--- config.mk ---
export PLATFORM = sky130hd
export DESIGN_NAME = dacsif_top
export DESIGN_NICKNAME = d
export VERILOG_FILES = /design/src/rtl/dacsif_pkg.sv /design/src/rtl/dacsif_sync.sv /design/src/rtl/dacsif_shift.sv /design/src/rtl/dacsif_hold.sv /design/src/rtl/dacsif_rdbk.sv /design/src/rtl/dacsif_top.sv
export SDC_FILE = /design/constraint.sdc
export NUM_CORES = 1
export LEC_CHECK = 0
export BUFFER_PORTS_ARGS = -buffer_cell sky130_fd_sc_hd__buf_4
export CAP_MARGIN = 5
export CORE_ASPECT_RATIO = 1.4
export CORE_MARGIN = 3
export CORE_UTILIZATION = 50
export CTS_CLUSTER_DIAMETER = 120
export DETAILED_ROUTE_END_ITERATION = 8
export GPL_TIMING_DRIVEN = 0
export PLACE_DENSITY = 0.68
export SLEW_MARGIN = 0
export SYNTH_ARGS = -nofsm -noshare
export SYNTH_HDL_FRONTEND = slang
export SYNTH_SLANG_ARGS = --single-unit
--- constraint.sdc ---
create_clock -name clk -period 3.05 [get_ports clk]
set_input_delay 0.4575 -clock clk [delete_from_list [all_inputs] [get_ports clk]]
set_output_delay 0.4575 -clock clk [all_outputs]
set_load 0.03 [all_outputs]
--- src/rtl/dacsif_pkg.sv ---
package dacsif_pkg;
  // positions of the sampled pins inside the synchroniser vector
  localparam int unsigned PIN_SCK   = 0;
  localparam int unsigned PIN_FRAME = 1;
  localparam int unsigned PIN_LOAD  = 2;
  localparam int unsigned PIN_RDBK  = 3;
  localparam int unsigned PIN_CLR   = 4;
  localparam int unsigned PIN_SDI   = 5;
  localparam int unsigned PIN_NUM   = 6;
  // idle levels: strobes high, clock and data low
  localparam logic [PIN_NUM-1:0] PIN_IDLE = 6'b011110;
endpackage

--- src/rtl/dacsif_sync.sv ---
module dacsif_sync #(
  parameter int unsigned N      = 6,
  parameter int unsigned STAGES = 2,
  parameter logic [N-1:0] IDLE  = '0
) (
  input  logic         clk,
  input  logic         rst_n,
  input  logic [N-1:0] din,
  output logic [N-1:0] lvl,
  output logic [N-1:0] rise,
  output logic [N-1:0] fall
);
  logic [N-1:0] stage [STAGES];
  logic [N-1:0] prev;

  for (genvar s = 0; s < STAGES; s++) begin : g_stage
    if (s == 0) begin : g_first
      always_ff @(posedge clk or negedge rst_n)
        if (!rst_n) stage[s] <= IDLE;
        else        stage[s] <= din;
    end else begin : g_next
      always_ff @(posedge clk or negedge rst_n)
        if (!rst_n) stage[s] <= IDLE;
        else        stage[s] <= stage[s-1];
    end
  end

  always_ff @(posedge clk or negedge rst_n)
    if (!rst_n) prev <= IDLE;
    else        prev <= stage[STAGES-1];

  assign lvl  = stage[STAGES-1];
  assign rise = lvl & ~prev;
  assign fall = ~lvl & prev;
endmodule

--- src/rtl/dacsif_shift.sv ---
module dacsif_shift #(
  parameter int unsigned WORD_W = 16
) (
  input  logic              clk,
  input  logic              rst_n,
  input  logic              sdi,
  input  logic              sck_fall,
  input  logic              frame_lvl,
  input  logic              frame_fall,
  input  logic              frame_rise,
  output logic [WORD_W-1:0] work,
  output logic [WORD_W-1:0] in_reg,
  output logic              commit
);
  localparam int unsigned CNT_W = $clog2(WORD_W + 1);
  localparam logic [CNT_W-1:0] FULL = CNT_W'(WORD_W);

  logic [CNT_W-1:0] cnt;
  logic             full;

  assign full   = (cnt == FULL);
  assign commit = frame_rise && full;

  always_ff @(posedge clk or negedge rst_n) begin
    if (!rst_n) begin
      cnt    <= '0;
      work   <= '0;
      in_reg <= '0;
    end else if (frame_fall) begin
      cnt <= '0;
    end else if (frame_rise) begin
      if (full) in_reg <= work;
      else      work   <= in_reg;   // short frame: drop partial bits
    end else if (sck_fall && !frame_lvl) begin
      work <= {work[WORD_W-2:0], sdi};
      if (!full) cnt <= cnt + 1'b1;
    end
  end
endmodule

--- src/rtl/dacsif_hold.sv ---
module dacsif_hold #(
  parameter int unsigned WORD_W = 16,
  parameter int unsigned CODE_W = 14
) (
  input  logic              clk,
  input  logic              rst_n,
  input  logic              commit,
  input  logic [WORD_W-1:0] new_word,
  input  logic [WORD_W-1:0] in_reg,
  input  logic              load_lvl,
  input  logic              load_fall,
  input  logic              clr_fall,
  output logic [WORD_W-1:0] dac_word,
  output logic [CODE_W-1:0] dac_code
);
  localparam logic [CODE_W-1:0] MID_CODE = CODE_W'(1) << (CODE_W - 1);
  localparam logic [WORD_W-1:0] MID_WORD = WORD_W'(MID_CODE);

  logic parked;
  logic upd_auto, upd_load;

  assign upd_auto = commit && !load_lvl;
  assign upd_load = load_fall;

  always_ff @(posedge clk or negedge rst_n) begin
    if (!rst_n) begin
      dac_word <= MID_WORD;
      parked   <= 1'b0;
    end else begin
      if (upd_auto)      dac_word <= new_word;
      else if (upd_load) dac_word <= in_reg;
      if (clr_fall)                  parked <= 1'b1;
      else if (upd_auto || upd_load) parked <= 1'b0;
    end
  end

  assign dac_code = parked ? MID_CODE : dac_word[CODE_W-1:0];
endmodule

--- src/rtl/dacsif_rdbk.sv ---
module dacsif_rdbk #(
  parameter int unsigned WORD_W = 16
) (
  input  logic              clk,
  input  logic              rst_n,
  input  logic              rdbk_lvl,
  input  logic              rdbk_fall,
  input  logic              sck_rise,
  input  logic [WORD_W-1:0] dac_word,
  output logic              rb_act,
  output logic              rb_bit
);
  logic [WORD_W-1:0] rb_sh;

  always_ff @(posedge clk or negedge rst_n) begin
    if (!rst_n)                     rb_sh <= '0;
    else if (rdbk_fall)             rb_sh <= dac_word;
    else if (!rdbk_lvl && sck_rise) rb_sh <= {rb_sh[WORD_W-2:0], 1'b0};
  end

  assign rb_act = !rdbk_lvl;
  assign rb_bit = rb_sh[WORD_W-1];
endmodule

--- src/rtl/dacsif_top.sv ---
module dacsif_top #(
  parameter int unsigned WORD_W      = 16,
  parameter int unsigned CODE_W      = 14,
  parameter int unsigned SYNC_STAGES = 2
) (
  input  logic              clk,
  input  logic              rst_n,
  input  logic              sck_i,
  input  logic              frame_n_i,
  input  logic              sdi_i,
  input  logic              load_n_i,
  input  logic              rdbk_n_i,
  input  logic              clr_n_i,
  output logic              sdo_pull_o,
  output logic [CODE_W-1:0] dac_code_o
);
  import dacsif_pkg::*;

  logic [PIN_NUM-1:0] pins, s_lvl, s_rise, s_fall;
  logic [WORD_W-1:0]  work, in_reg, dac_word;
  logic               commit, rb_act, rb_bit, out_bit;

  assign pins[PIN_SCK]   = sck_i;
  assign pins[PIN_FRAME] = frame_n_i;
  assign pins[PIN_LOAD]  = load_n_i;
  assign pins[PIN_RDBK]  = rdbk_n_i;
  assign pins[PIN_CLR]   = clr_n_i;
  assign pins[PIN_SDI]   = sdi_i;

  dacsif_sync #(.N(PIN_NUM), .STAGES(SYNC_STAGES), .IDLE(PIN_IDLE)) u_sync (
    .clk(clk), .rst_n(rst_n), .din(pins),
    .lvl(s_lvl), .rise(s_rise), .fall(s_fall)
  );

  dacsif_shift #(.WORD_W(WORD_W)) u_shift (
    .clk(clk), .rst_n(rst_n),
    .sdi(s_lvl[PIN_SDI]), .sck_fall(s_fall[PIN_SCK]),
    .frame_lvl(s_lvl[PIN_FRAME]), .frame_fall(s_fall[PIN_FRAME]),
    .frame_rise(s_rise[PIN_FRAME]),
    .work(work), .in_reg(in_reg), .commit(commit)
  );

  dacsif_hold #(.WORD_W(WORD_W), .CODE_W(CODE_W)) u_hold (
    .clk(clk), .rst_n(rst_n), .commit(commit), .new_word(work),
    .in_reg(in_reg), .load_lvl(s_lvl[PIN_LOAD]), .load_fall(s_fall[PIN_LOAD]),
    .clr_fall(s_fall[PIN_CLR]), .dac_word(dac_word), .dac_code(dac_code_o)
  );

  dacsif_rdbk #(.WORD_W(WORD_W)) u_rdbk (
    .clk(clk), .rst_n(rst_n), .rdbk_lvl(s_lvl[PIN_RDBK]),
    .rdbk_fall(s_fall[PIN_RDBK]), .sck_rise(s_rise[PIN_SCK]),
    .dac_word(dac_word), .rb_act(rb_act), .rb_bit(rb_bit)
  );

  assign out_bit = rb_act ? rb_bit : work[WORD_W-1];

  always_ff @(posedge clk or negedge rst_n)
    if (!rst_n) sdo_pull_o <= 1'b0;
    else        sdo_pull_o <= !out_bit;
endmodule

==> results of run 1 <==
[cells by family (layout without fill, tap and decap cells)]
family	after synthesis	count (layout)	synth area share
buffers and inverters	47	85	0.0538
adders and majority gates	2	2	0.00648
AOI/OAI and AO/OA	47	47	0.101
and+or+nand+nor	82	82	0.128
muxes	47	47	0.136
DFF	88	88	0.575
[cell usage in the layout, fill, tap and decap left out, types with 3 or more instances in the layout]
cell	count
sky130_fd_sc_hd__a221o_1	16
sky130_fd_sc_hd__nand4_1	16
sky130_fd_sc_hd__mux2_2	43
sky130_fd_sc_hd__nand3_1	17
sky130_fd_sc_hd__nor2_1	13
sky130_fd_sc_hd__inv_1	24
sky130_fd_sc_hd__clkbuf_8	11
sky130_fd_sc_hd__o221ai_1	16
sky130_fd_sc_hd__a21oi_1	5
sky130_fd_sc_hd__clkbuf_1	10
sky130_fd_sc_hd__buf_2	10
sky130_fd_sc_hd__dfrtp_1	75
sky130_fd_sc_hd__and3_1	16
sky130_fd_sc_hd__o21ai_0	5
sky130_fd_sc_hd__dfstp_2	13
sky130_fd_sc_hd__nand2_1	4
sky130_fd_sc_hd__buf_4	23
sky130_fd_sc_hd__bufinv_16	3
[cell type report]
cell class	count	area, sq um	share of cell area
flip-flops and latches	88	2220	0.504
multi-input cells	178	1430	0.326
repair buffers	22	165	0.0375
clock buffers	11	151	0.0344
well taps	97	121	0.0276
plain buffers	23	118	0.0267
clock inverters	5	103	0.0233
inverters	24	90.1	0.0205
[final timing paths]
path | to | slack (ns) | cells past startpoint | startpoint
setup / recovery | dac_code_o[6] | 1.10 | 3 | u_hold.parked$_DFFE_PN0P_
hold / removal | u_sync.stage[7]$_DFF_PN1_ | 0.21 | 1 | frame_n_i
setup reg to reg | u_rdbk.rb_sh[15]$_DFFE_PN0P_ | 1.15 | 5 | u_sync.lvl[3]$_DFF_PN1_
hold reg to reg | u_sync.lvl[5]$_DFF_PN0_ | 0.35 | 0 | u_sync.stage[11]$_DFF_PN0_
max in group asynchronous | u_rdbk.rb_sh[4]$_DFFE_PN0P_ | 2.06 | 1 | rst_n
min in group asynchronous | sdo_pull_o$_DFF_PN0_ | 0.29 | 1 | rst_n
[power by group]
group | switching [mW] | internal (mW) | total, mW
sequential | 0.0156 | 1.19 | 1.20
clock | 0.387 | 0.587 | 0.975
combinational | 0.0768 | 0.0348 | 0.112
total | 0.480 | 1.81 | 2.29
[layer usage]
metal	track usage	vias to the layer above
li1	-	1222
met1	0.225	1220
met2	0.315	38
met3	0.0246	13
met4	0.0713	0
met5	0	-
[through the flow]
stage,instances,setup slack (ns)
floorplan,313,1.32
global placement,432,1.16
detailed placement,432,1.14
CTS,448,1.08
global route,448,0.966
finish,448,1.10
[critical path: stages, from the launching register on]
cell and delay [ns]:
sky130_fd_sc_hd__dfrtp_1 0.41, sky130_fd_sc_hd__clkbuf_1 0.43, sky130_fd_sc_hd__nor2_1 0.13, sky130_fd_sc_hd__buf_4 0.19
==> results_dict.tcl, run 1 <==
set metrics [dict create \
    status "completed" \
    viasPerCell 5.56 \
    slew_viol_final 0 \
    netlist-cell-type-count 35 \
    ys_top_cells_by_area "sky130_fd_sc_hd__dfrtp_1 (49%), sky130_fd_sc_hd__mux2_2 (13%), sky130_fd_sc_hd__dfstp_2 (8.8%)" \
    route.vias.total 2493 \
    synth_area_sq_mm 0.00386 \
    final_nets 356 \
    grt_usage 0.180 \
    utilization 0.594 \
    grt_setup_unrepaired "no" \
    cts.hold.buffers_added 0 \
    vdd_ir_drop_max_v 0.000338 \
    grt_max_degree 89 \
    place_hpwl_microns 5370 \
    synth_seq_cells 88 \
    die-width_microns 80.3 \
    cts-root-to-sink-buffers 2 \
    antenna_violations_before_repair 0 \
    synth_common_cells "sky130_fd_sc_hd__dfrtp_1 (75), sky130_fd_sc_hd__mux2_2 (43), sky130_fd_sc_hd__inv_1 (24), sky130_fd_sc_hd__nand3_1 (17)" \
    coreArea_sq_mm 0.00741 \
    grt_pass1_vias 2605 \
    cp_max_fo 10 \
    timing_worst_setup_path_type "reg2out" \
    worst_pin_slew_ns 1.07 \
    routed_wirelength_microns 7290 \
    post-synth-top-area-cell "sky130_fd_sc_hd__dfrtp_1" \
    post-synth-top-count-cell "sky130_fd_sc_hd__dfrtp_1" \
    global_route_wire_length_before_repair_microns 12300 \
    dpl_cell_area_sq_mm 0.00415 \
    clk_pin_slew_ns 0.08 \
    chipHeight_microns 110 \
    fin_setup_tns_ns 0 \
    worst_setup_path_end_kind "output port" \
    cts.repair_timing.setup_buffer_count 0 \
    top_layer_used "met4" \
    post_route_cells_drive_above_1_share 0.328 \
    io_buffers 22 \
    hold_class "in2reg" \
    worstSkewPairLatency_ns 0.35 \
    antenna_left 0 \
    synthesis.area_per_instance_sq_um 12.3 \
    clock-skew-final_ns 0.0129 \
    synth_top_area_share 0.486 \
    num_antenna_cells 0 \
    timing.final.crit_share 0.640 \
    first_pass_iters 4 \
    synth_ff_type "sky130_fd_sc_hd__dfrtp_1" \
    routed-wl-met3_microns 150 \
    worst-endpoint-arrival_ns 1.49 \
    wl_met1_microns 3140 \
    rows 37 \
    io_pins 23 \
    synth_nets 323 \
    total_power_mw 2.29 \
    layout_min_cycle_time_ns 1.95 \
    slew_headroom 0.290 \
    crit_path_start_kind "flop" \
    finalWeightedCongestion 0.793 \
    p_leak_nw 2.09 \
    power_density_mw_per_mm2 521 \
    globalRoute.totalOverflow 0 \
    gates_resized_cts_repair 0 \
    yosysWarningCount 0 \
    dr.first_iter.drc_count 124 \
    async_flop_share 1.00 \
    fill_cells 639 \
    routed-wl-met2_microns 3860 \
    maxCapViolCount 0 \
    fmaxAchievable_mhz 512 \
    finalSetupViolCount 0 \
    synth-edff-count 0 \
    clock_sink_count 88 \
    finalHoldViolCount 0 \
    post_synth_inst_count 313 \
    clock-root-buffer "sky130_fd_sc_hd__clkbuf_8" \
    finish.instance_area_sq_mm 0.00440 \
    drc 0 \
    starting_density_of_the_core 0.521 \
    htreeDepth 3 \
    worst_path_required_time_ns 2.59 \
    cts_tree "done" \
    fp.dieArea_sq_mm 0.00882 \
    seq_area_frac_synth 0.575 \
    post_drt_wl_per_cell_microns 16.3 \
    finalHoldWorstSlack_ns 0.209 \
    area.growth.synth_to_final_pct 14.0 \
    tritoncts.num_buffers 9 \
]
Power figures use the tool's default switching activity.
==> run 2, diff against run 1 <==
==> constraint.sdc (replaced) <==
create_clock -name clk -period 1.8 [get_ports clk]
set_input_delay 0.27 -clock clk [delete_from_list [all_inputs] [get_ports clk]]
set_output_delay 0.27 -clock clk [all_outputs]
set_load 0.03 [all_outputs]
==> run 2 against run 1 <==
Against the previous run: combinational power increased by 76%; critical path depth is 4 higher; power up 70%; core utilization increased by 1.1 points; clock power up 70%; die area unchanged; global-route usage up 0.073 points; worst setup slack got worse by 1.0 ns; sequential share of layout area is 0.90 points lower; critical endpoint is now u_hold.dac_word[5]$_DFFE_PN0P_; highest routed layer unchanged.
==> results_dict.tcl, run 2 (synthesis gave the netlist of run 1 again) <==
set metrics [dict create \
    mostFrequentLayoutCells "sky130_fd_sc_hd__dfrtp_1 (75), sky130_fd_sc_hd__mux2_2 (43), sky130_fd_sc_hd__buf_4 (31)" \
    power_density_mw_per_mm2 871 \
    htreeDepth 3 \
    numPlacedInstances 432 \
    worst-endpoint-arrival_ns 1.96 \
    placement.setup.worst_slack_ns -0.108 \
    fp.dieArea_sq_mm 0.00882 \
    first_pass_iters 6 \
    slew_viol_final 0 \
    timing_worst_setup_path_type "reg2reg" \
    vdd_ir_drop_max_v 0.000449 \
    global_route_wire_length_before_repair_microns 12400 \
    finalHoldWorstSlack_ns 0.0199 \
    cts-root-to-sink-buffers 2 \
    grt_max_degree 89 \
    layout_min_cycle_time_ns 1.75 \
    final_nets 356 \
    finalSetupViolCount 0 \
    io_buffers 22 \
    clk_pin_slew_ns 0.09 \
    fin_setup_tns_ns 0 \
    worst_path_required_time_ns 2.01 \
    num_antenna_cells 0 \
    utilization 0.605 \
    status "completed" \
    chipHeight_microns 110 \
    cts_tree "done" \
    drc 0 \
    post_route_cells_drive_above_1_share 0.350 \
    dr.first_iter.drc_count 127 \
    die-width_microns 80.3 \
    hold_class "in2reg" \
    io_pins 23 \
    place_hpwl_microns 5370 \
    finalHoldViolCount 0 \
    antenna_left 0 \
    starting_density_of_the_core 0.521 \
    route.vias.total 2512 \
    tritoncts.num_buffers 9 \
    mostFrequentLayoutCell "sky130_fd_sc_hd__dfrtp_1" \
    area.growth.synth_to_final_pct 16.1 \
    viasPerCell 5.61 \
    final-instance-count-excl-fill 448 \
    p_leak_nw 2.13 \
    post_drt_wl_per_cell_microns 16.6 \
    timing.final.crit_share 0.973 \
    cts.hold.buffers_added 0 \
    clock-skew-final_ns 0.0138 \
    worstSkewPairLatency_ns 0.35 \
    worst_pin_slew_ns 1.07 \
    crit_path_start_kind "flop" \
    rows 37 \
    globalRoute.totalOverflow 0 \
    final.setup.worst_slack_ns 0.0478 \
    grt_pass1_vias 2628 \
    antenna_violations_before_repair 0 \
    cp_max_fo 10 \
    clock_sink_count 88 \
    routed_wirelength_microns 7430 \
    coreArea_sq_mm 0.00741 \
    fmaxAchievable_mhz 571 \
    finalWeightedCongestion 0.793 \
    grt_setup_unrepaired "yes" \
    worst_setup_path_end_kind "flop" \
    clock-root-buffer "sky130_fd_sc_hd__clkbuf_8" \
    maxCapViolCount 0 \
    slew_headroom 0.287 \
    grt_usage 0.181 \
]
[run 2: final cells by class]
class	instances	area, sq um
buffer	19	125
clock buffer	11	151
clock inverter	5	103
fill	636	2930
inverter	24	90.1
multi-input combinational	178	1480
sequential	88	2220
tap	97	121
timing repair buffer	26	195
[run 2: through the flow]
| stage | area, sq um | total power [mW] |
|---|---|---|
| after detailed placement | 4150 | 2.27 |
| after floorplan | 3860 | 2.18 |
| after global placement | 4150 | 2.27 |
| final | 4480 | 3.90 |
| after global routing | 4480 | 4.04 |
| after CTS | 4420 | 3.93 |
[run 2: what timing repair did]
action	4_1_cts	5_1_grt
pin swaps	0	2
setup endpoints to repair	28	54
setup buffers	0	4
resized for setup	7	19
[run 2: metal layers]
| metal | share of wire | GRT usage |
|---|---|---|
| met5 | 0 | 0 |
| met4 | 0.017 | 0.0749 |
| met3 | 0.019 | 0.0254 |
| met2 | 0.54 | 0.315 |
| met1 | 0.43 | 0.225 |
[run 2: final timing paths]
check,start,endpoint,slack [ns],cells after the start
max reg2reg,u_shift.cnt[0]$_DFFE_PN0P_,u_hold.dac_word[5]$_DFFE_PN0P_,0.05,7
min,frame_n_i,u_sync.stage[7]$_DFF_PN1_,0.02,1
min reg2reg,u_sync.stage[11]$_DFF_PN0_,u_sync.lvl[5]$_DFF_PN0_,0.35,0
max in group asynchronous,rst_n,u_rdbk.rb_sh[4]$_DFFE_PN0P_,1.00,1
max,u_shift.cnt[0]$_DFFE_PN0P_,u_hold.dac_word[5]$_DFFE_PN0P_,0.05,7
min in group asynchronous,rst_n,u_rdbk.rb_sh[1]$_DFFE_PN0P_,0.10,1
[run 2: report_power, final]
group          switching [mW]  internal [mW]  total (mW)
Clock                   0.660          0.995        1.66
Sequential             0.0350           2.02        2.05
Combinational           0.128         0.0684       0.197
Total                   0.823           3.08        3.90
[run 2: worst max-delay path: stages, from the launching register on]
cell,delay (ns)
sky130_fd_sc_hd__dfrtp_1,0.40
sky130_fd_sc_hd__inv_1,0.09
sky130_fd_sc_hd__ha_2,0.22
sky130_fd_sc_hd__and4bb_2,0.32
sky130_fd_sc_hd__and2_1,0.14
sky130_fd_sc_hd__buf_2,0.18
sky130_fd_sc_hd__buf_6,0.15
sky130_fd_sc_hd__o221ai_1,0.11
